File: src/rtl/gpio_irq_ctrl.sv
module gpio_irq_ctrl #(
  parameter int NUM_PINS = 95,
  parameter int ADDR_W = 10,
  parameter logic [127:0] OWN_RESET = '1
) (
  input  logic                clk,
  input  logic                rst_n,
  input  logic [ADDR_W-1:0]   bus_addr,
  input  logic                bus_we,
  input  logic [31:0]         bus_wdata,
  output logic [31:0]         bus_rdata,
  input  logic [NUM_PINS-1:0] pin_in,
  output logic [NUM_PINS-1:0] pin_out,
  output logic [NUM_PINS-1:0] pin_oe,
  output logic                irq,
  output logic                irq_sel
);
  localparam int NWORDS = (NUM_PINS + 31) / 32;
  localparam int PADW = NWORDS * 32;
  localparam logic [PADW-1:0] PIN_MASK = ~({PADW{1'b1}} << NUM_PINS);

  logic [PADW-1:0] own_q, sts_q, en_q, clr_vec, ev_pad;
  logic irq_sel_q;
  logic [NUM_PINS-1:0] s1, s2, s3, ev;
  logic [NUM_PINS-1:0] out_q, trig_q, inv_q, dir_q, dis_q;
  logic [1:0] func_q [NUM_PINS];
  logic [1:0] pull_q [NUM_PINS];

  wire aligned = (bus_addr[1:0] == 2'b00);
  wire map_hit = aligned && (bus_addr[ADDR_W-1:8] == '0);
  wire cfg_hit = aligned && (bus_addr[ADDR_W-1:8] != '0);
  wire [5:0] map_w = bus_addr[7:2];
  wire [ADDR_W-4:0] pidx = bus_addr[ADDR_W-1:3] - (ADDR_W-3)'(32);
  wire cfg_hi = bus_addr[2];

  // bitmap maps and global control
  always_comb begin
    clr_vec = '0;
    for (int w = 0; w < NWORDS; w++)
      if (bus_we && map_hit && map_w == 6'(32 + w)) clr_vec[w*32 +: 32] = bus_wdata;
    ev_pad = '0;
    ev_pad[NUM_PINS-1:0] = ev;
  end

  always_ff @(posedge clk or negedge rst_n) begin
    if (!rst_n) begin
      own_q <= OWN_RESET[PADW-1:0] & PIN_MASK;
      sts_q <= '0;
      en_q <= '0;
      irq_sel_q <= 1'b0;
    end else begin
      sts_q <= ((sts_q & ~clr_vec) | ev_pad) & PIN_MASK;
      for (int w = 0; w < NWORDS; w++) begin
        if (bus_we && map_hit && map_w == 6'(w))
          own_q[w*32 +: 32] <= bus_wdata & PIN_MASK[w*32 +: 32];
        if (bus_we && map_hit && map_w == 6'(36 + w))
          en_q[w*32 +: 32] <= bus_wdata & PIN_MASK[w*32 +: 32];
      end
      if (bus_we && map_hit && map_w == 6'd31) irq_sel_q <= bus_wdata[0];
    end
  end

  // per-pin synchronizer, configuration and event detection
  for (genvar g = 0; g < NUM_PINS; g++) begin : g_pin
    wire sel = cfg_hit && (pidx == (ADDR_W-3)'(g));
    always_ff @(posedge clk or negedge rst_n) begin
      if (!rst_n) begin
        s1[g] <= 1'b0; s2[g] <= 1'b0; s3[g] <= 1'b0;
        out_q[g] <= 1'b0; trig_q[g] <= 1'b0; inv_q[g] <= 1'b0;
        dir_q[g] <= 1'b1; dis_q[g] <= 1'b0;
        func_q[g] <= 2'd0; pull_q[g] <= 2'd0;
      end else begin
        s1[g] <= pin_in[g];
        s2[g] <= s1[g];
        s3[g] <= s2[g];
        if (bus_we && sel && !cfg_hi) begin
          out_q[g] <= bus_wdata[31];
          trig_q[g] <= bus_wdata[4];
          inv_q[g] <= bus_wdata[3];
          dir_q[g] <= bus_wdata[2];
          func_q[g] <= bus_wdata[1:0];
        end
        if (bus_we && sel && cfg_hi) begin
          dis_q[g] <= bus_wdata[2];
          pull_q[g] <= bus_wdata[1:0];
        end
      end
    end
    assign ev[g] = !dis_q[g] && (trig_q[g] ? (s2[g] == inv_q[g])
                                          : ((s2[g] != s3[g]) && (s2[g] != inv_q[g])));
    assign pin_oe[g] = (func_q[g] == 2'd1) && !dir_q[g];
    assign pin_out[g] = out_q[g];
  end

  // read path
  always_comb begin
    bus_rdata = '0;
    if (map_hit) begin
      if (map_w == 6'd31) bus_rdata = {31'b0, irq_sel_q};
      for (int w = 0; w < NWORDS; w++) begin
        if (map_w == 6'(w)) bus_rdata = own_q[w*32 +: 32];
        if (map_w == 6'(32 + w)) bus_rdata = sts_q[w*32 +: 32];
        if (map_w == 6'(36 + w)) bus_rdata = en_q[w*32 +: 32];
      end
    end else if (cfg_hit) begin
      for (int p = 0; p < NUM_PINS; p++)
        if (pidx == (ADDR_W-3)'(p))
          bus_rdata = cfg_hi ? {29'b0, dis_q[p], pull_q[p]}
                             : {out_q[p], s2[p] & ~dis_q[p], 25'b0,
                                trig_q[p], inv_q[p], dir_q[p], func_q[p]};
    end
  end

  assign irq = |(sts_q & en_q);
  assign irq_sel = irq_sel_q;


  rise_sets_chk: assert property (@(posedge clk) disable iff (!rst_n)
    (!dis_q[0] && !trig_q[0] && !inv_q[0] && s2[0] && !s3[0]) |=> sts_q[0]);

  w1c_chk: assert property (@(posedge clk) disable iff (!rst_n)
    (bus_we && bus_addr == ADDR_W'('h80) && bus_wdata[0] && !ev[0]) |=> !sts_q[0]);

  event_wins_chk: assert property (@(posedge clk) disable iff (!rst_n)
    (bus_we && bus_addr == ADDR_W'('h80) && ev[0]) |=> sts_q[0]);

  no_event_dis_chk: assert property (@(posedge clk) disable iff (!rst_n)
    dis_q[0] |=> !$rose(sts_q[0]));

  irq_needs_en_chk: assert property (@(posedge clk) disable iff (!rst_n)
    irq |-> (en_q != '0));

  en_write_chk: assert property (@(posedge clk) disable iff (!rst_n)
    (bus_we && bus_addr == ADDR_W'('h90)) |=> (en_q[31:0] == $past(bus_wdata)));
endmodule

File: config.mk
export PLATFORM = sky130hd
export DESIGN_NAME = gpio_irq_ctrl
export DESIGN_NICKNAME = d
export VERILOG_FILES = /design/src/rtl/gpio_irq_ctrl.sv
export SDC_FILE = /design/constraint.sdc
export NUM_CORES = 2
export LEC_CHECK = 0
export BUFFER_PORTS_ARGS = -buffer_cell sky130_fd_sc_hd__buf_2
export CAP_MARGIN = 5
export CORE_MARGIN = 2
export CORE_UTILIZATION = 50
export DETAILED_ROUTE_END_ITERATION = 16
export PLACE_DENSITY = 0.7
export SETUP_SLACK_MARGIN = 0.5
export SLEW_MARGIN = 20
export SYNTH_ARGS = -nofsm -noshare
export SYNTH_HDL_FRONTEND = slang
export SYNTH_SLANG_ARGS = --single-unit
File: constraint.sdc
create_clock -name clk -period 4.4 [get_ports clk]
set_input_delay 0.22 -clock clk [delete_from_list [all_inputs] [get_ports clk]]
set_output_delay 0.22 -clock clk [all_outputs]
set_load 0.01 [all_outputs]
Word level (Yosys, flattened, before mapping)
Index checks and enable logic that the tools add are counted.
{ "op_classes": {"n_addsub": 1, "n_eq_ne": 483, "muxes": 300, "bitwise": 194, "reduce_logical": 875} }
{ "ops": {"columns": ["cell", "n"], "rows": [
  ["two-way mux 32 bit", 203],
  ["logical AND 1 bit", 678],
  ["equality test 7 x 6 -> 1 bit, second input constant", 32],
  ["equality test 7 bit, second input constant", 31],
  ["logical NOT 1 bit", 191],
  ["AND 95 bit", 2],
  ["equality test 2 x 1 -> 1 bit, second input constant", 95],
  ["inequality test 1 bit", 190],
  ["equality test 7 x 5 -> 1 bit, second input constant", 16],
  ["two-way mux 1 bit", 96],
  ["OR reduction 96 bit", 1],
  ["AND 1 bit", 95],
  ["equality test 1 bit", 95],
  ["NOT 1 bit", 95],
  ["NOT 95 bit", 1],
  ["bitwise OR 95 bit", 1],
  ["equality test 7 x 4 -> 1 bit, second input constant", 8],
  ["equality test 6 bit, second input constant", 6],
  ["two-way mux 31 bit", 1],
  ["equality test 7 x 3 -> 1 bit, second input constant", 4],
  ["equality test 7 x 2 -> 1 bit, second input constant", 2],
  ["equality test 7 x 1 -> 1 bit, second input constant", 1],
  ["logical NOT 7 bit", 1],
  ["subtractor 7 x 6 -> 7 bit, second input constant", 1],
  ["6 further kinds", 7]
]} }
{ "word_totals": {"reg_bits": 1426, "input_bits": 140, "out_inout_bits": 224, "elab_cells": 2811} }

Depth between registers and ports, before layout
{ "depth": {"word_depth": 100, "depth_mapped": 15, "ltp_nobuf": 10} }

Worst setup path after synthesis
No wires, ideal clock.
{ "synth_path": {"kind": "in2out", "startpoint": "input port bus_addr[8]", "endpoint": "output port bus_rdata[30]", "arrival_time_ps": 2790, "t_required_ps": 4180, "path_slack_ps": 1390, "cell_stages": 13, "n_path_buf": 3, "path_cell_list": "buf_2 > inv_1 > ha_1 > buf_2 > or3b_4 > buf_2 > nor2_2 > a311oi_1 > o2111a_1 > o31a_1 > o41a_1 > a211oi_1 > o21ai_1"} }
{ "synth_between": {"elab_chain_len": 99, "elab_cells_between_ends": 197, "cone_classes": "add/sub: 1; eq/ne: 94; mux: 97; reduce/logical: 5"} }
{ "synth_lines": {"columns": ["element", "line_no", "source"], "rows": [
  ["from (decl)", "8", "input logic [ADDR_W-1:0] bus_addr,"],
  ["subtractor 7 x 6 -> 7 bit", "33", "wire [ADDR_W-4:0] pidx = bus_addr[ADDR_W-1:3] - (ADDR_W-3)'(32);"],
  ["logical NOT 7 bit", "107", "if (pidx == (ADDR_W-3)'(p))"],
  ["two-way mux 32 bit (95 in series)", "107", null],
  ["two-way mux 32 bit", "105", "end else if (cfg_hit) begin"],
  ["two-way mux 32 bit *", "98", "if (map_hit) begin"],
  ["to (decl)", "11", "output logic [31:0] bus_rdata,"]
]} }
Every way passes the cells marked *; elsewhere a longest branch is shown, timed or not.

Worst setup path after layout
{ "layout_path": {"startpoint": "input port bus_addr[2]", "endpoint": "output port bus_rdata[3]"} }
{ "layout_between": {"elab_chain_len": 98, "elab_cells_between_ends": 210, "cone_classes": "eq/ne: 8; mux: 201; reduce/logical: 1"} }
{ "layout_lines": {"columns": ["element", "line_no", "source"], "rows": [
  ["two-way mux 32 bit", "108", "bus_rdata = cfg_hi ? {29'b0, dis_q[p], pull_q[p]}"],
  ["two-way mux 32 bit (95 in series)", "107", null],
  ["two-way mux 32 bit", "105", null],
  ["two-way mux 32 bit *", "98", null]
]} }
Marks and branches as above.

==> flow_summary.json <==
{
  "slew_headroom": 0.200,
  "dominantRegCellSynth": "dfrtp_1",
  "dieArea_um2": 140000,
  "design.core.area_um2": 136000,
  "combPwrFrac": 0.079,
  "clock-sinks": 1426,
  "crit_arrival_ns": 3.88,
  "htree_levels": 4,
  "drive_above_1_share": 0.394,
  "worst_ir_drop_vdd_mv": 0.434,
  "crit_type": "in2out",
  "postSynthNetCount": 5894,
  "start_util": 0.505,
  "reg2reg_setup_slack_ns": 2.35,
  "port-buffer-count": 363,
  "totalWireLength_mm": 316,
  "seqCellArea_um2": 35900,
  "fp.dieH_um": 374,
  "cts_tree": "built",
  "die_w_um": 374,
  "fin_nets": 6569,
  "clockPowerShare": 0.461,
  "tightest_slew_ns": 1.20,
  "syn_area_um2": 68500,
  "cts.clk_slew.worst_paths_ns": 0.06,
  "setup_ws_ns": 0.303,
  "wl_per_cell_um": 37.8,
  "start_kind": "input port",
  "cts_root_buf": "clkbuf_16",
  "synthTopCellsByArea": "dfrtp_1 45%, mux2_2 18%, dfstp_2 7.3%",
  "grt_max_degree": 127,
  "maxSlewViolCount": 0,
  "crit_slowest_cell": "a211oi_1",
  "multiInputGateArea_um2": 31300,
  "grtUsageTotal": 0.445,
  "path_cells": "buf_12 -> buf_4 -> inv_2 -> buf_4 -> a21oi_1 -> a211oi_1 -> o21ai_0 -> nand3_1 -> and4b_1 -> nand3_4 -> buf_6 -> a221oi_4 -> buf_6 -> buf_2",
  "setup_violations": 0,
  "synth_top_area_share": 0.451,
  "finalPower_mw": 29.7,
  "required_ns": 4.18,
  "synth_edf_count": 0,
  "fillers": 11076,
  "max-cap-violations": 0,
  "ys_async_sr_fraction": 1.00,
  "period_minus_slack_ns": 4.10,
  "pre_cts_ws_ns": -0.201,
  "hp-class": "in2reg",
  "routabilityCongestion": 1.06,
  "cp_top_family": "buffers and inverters",
  "p_int_mw": 22.2,
  "cp_max_fo": 32,
  "dpl.cell_count": 7902,
  "leakage_nw": 37.7,
  "clk-insertion-delay-late_ns": 0.80,
  "status": "complete, no violations",
  "finalHoldViolations": 0,
  "worstSetupEndpointType": "output pin",
  "rows": 135,
  "synth.most_common_cell": "dfrtp_1",
  "synth.distinct_cells": 109,
  "grt_pass1_vias": 55345,
  "max_freq_mhz": 244,
  "period_share": 0.931,
  "ys_top_cells_by_count": "1236 x dfrtp_1, 1101 x mux2_2, 416 x nand2_1",
  "ys_ff_latch": 1426,
  "rsz0062_at_grt": "true",
  "path_buf_inv": 7,
  "ys_warn_count": 0,
  "finClkSkew_ns": 0.0213,
  "antenna_found_initial": 23,
  "num_vias": 56984,
  "seqPwrFrac": 0.460,
  "drtIter0Drc": 7703,
  "design.portCount": 364,
  "switching_power_mw": 7.51,
  "synthToLayoutAreaGrowth_pct": 19.5,
  "syn_inst": 5753,
  "globalRouteOverflowTotal": 0,
  "synth_seq_area_share": 0.524,
  "powerDensity_nw_per_um2": 363,
  "netSwitchingFraction": 0.253,
  "dr.pass1.iters": 10,
  "hpwl_mm": 234,
  "cts_made_buffers": 155,
  "syn_avg_cell_area_um2": 11.9,
  "holdWs_ns": 0.0559,
  "cpPeakStageDelay_ns": 0.56,
  "grt_pass1_wl_mm": 439,
  "post-route-util": 0.603,
  "avgViaCountPerCell": 6.82,
  "cts_buffer_depth": 3,
  "fin_cells": 8360,
  "synth_top_area_cell": "dfrtp_1",
  "ant_nets": 0,
  "drc": 0
}
==> final timing paths <==
| path | start | end | cells after the start |
|---|---|---|---|
| hold reg to reg | s1[12]$_DFF_PN0_ | s2[12]$_DFF_PN0_ | 0 |
| min in group asynchronous | rst_n | pin_out[2]$_DFFE_PN0P_ | 2 |
| setup / recovery | bus_addr[2] | bus_rdata[3] | 14 |
| setup reg to reg | inv_q[63]$_DFFE_PN0P_ | sts_q[63]$_DFF_PN0_ | 4 |
| hold / removal | pin_in[9] | s1[9]$_DFF_PN0_ | 2 |
| max in group asynchronous | rst_n | func_q[50]$_DFFE_PN0P_ | 3 |
==> flip-flops by register name, summed over array words and instances, names as in the netlist <==
signal and count:
pull_q 190, en_q 95, inv_q 95, trig_q 95, s1 95, s3 95
dir_q 95, irq_sel 1, pin_out 95, own_q 95, func_q 190, dis_q 95
sts_q 95, s2 95
==> kinds of logic after synthesis <==
group | after synthesis | share of synthesized area
DFF | 1426 | 0.524
muxes | 1325 | 0.215
and+or+nand+nor | 1287 | 0.106
AOI/OAI and AO/OA | 1193 | 0.115
buffers and inverters | 426 | 0.0284
xor gates and xnor gates | 95 | 0.0121
adders and majority gates | 1 | 0.000183
==> area by class of cell <==
| class | count | share of cell area |
|---|---|---|
| Multi-Input combinational cell | 3901 | 0.382 |
| Inverter | 26 | 0.00121 |
| Clock buffer | 235 | 0.0561 |
| Tap cell | 1781 | 0.0272 |
| Antenna cell | 20 | 0.000611 |
| Timing Repair Buffer | 918 | 0.0852 |
| Sequential cell | 1426 | 0.439 |
| Clock inverter | 53 | 0.00904 |
==> cell usage in the layout, fill, tap and decap left out, types with 15 or more instances in the layout <==
| master | Yosys | routed |
|---|---|---|
| o21ai_0 | 256 | 249 |
| nor3b_1 | 108 | 105 |
| dfstp_2 | 190 | 190 |
| xnor2_1 | 95 | 95 |
| o211ai_1 | 20 | 20 |
| nor3_1 | 70 | 66 |
| dlygate4sd3_1 | 0 | 119 |
| nand4_1 | 41 | 41 |
| a222oi_1 | 54 | 54 |
| a22o_1 | 28 | 28 |
| nand2_1 | 416 | 416 |
| mux2_2 | 1101 | 1100 |
| or3b_2 | 96 | 96 |
| clkinv_2 | 0 | 22 |
| clkbuf_16 | 0 | 161 |
| a21oi_1 | 352 | 349 |
| buf_6 | 13 | 15 |
| buf_4 | 32 | 387 |
| a31oi_1 | 45 | 43 |
| dfrtp_1 | 1236 | 1232 |
| nand3b_1 | 98 | 98 |
| nor4b_1 | 27 | 25 |
| inv_1 | 25 | 22 |
| a221oi_1 | 43 | 38 |
| o22ai_1 | 41 | 41 |
| buf_12 | 0 | 47 |
| nor2b_1 | 22 | 21 |
| nand3_1 | 62 | 57 |
| a22oi_1 | 130 | 129 |
| a211oi_1 | 35 | 31 |
| diode_2 | 0 | 20 |
| clkbuf_8 | 0 | 30 |
| mux2i_1 | 216 | 207 |
| clkbuf_1 | 219 | 45 |
| buf_2 | 103 | 348 |
| nor2_1 | 220 | 213 |
==> power groups by stage <==
stage          clock network, mW  registers [mW]  logic [mW]
6_report                    13.7            13.7        2.34
5_1_grt                     14.3            13.7        2.41
4_1_cts                     13.8            13.7        2.26
3_5_place_dp                   0            13.9        2.11
3_3_place_gp                   0            13.9        2.10
2_1_floorplan                  0            13.8       0.960
==> metrics by stage <==
| stage | setup TNS (ns) | cell area, um^2 |
|---|---|---|
| floorplan | 0 | 68500 |
| global placement | -0.442 | 74500 |
| detailed placement | -0.585 | 74500 |
| CTS | 0 | 81700 |
| global route | 0 | 81900 |
| finish | 0 | 81900 |
==> repair_timing <==
item	CTS	global route
setup endpoints to repair	7	7
pin swaps	16	13
endpoints found under the hold margin	314	0
hold buffers	119	0
resized for setup	101	24
buffers inserted	25	6
==> metal layers <==
layer  global-route usage  share of wire  vias to the layer above
met3                0.152           0.12                      846
met5                    0        0.00043                        -
met1                0.607           0.40                    29640
met2                0.631           0.42                     3710
met4                0.219          0.059                       20
li1                     -              -                    22768
Power figures use the tool's default switching activity.
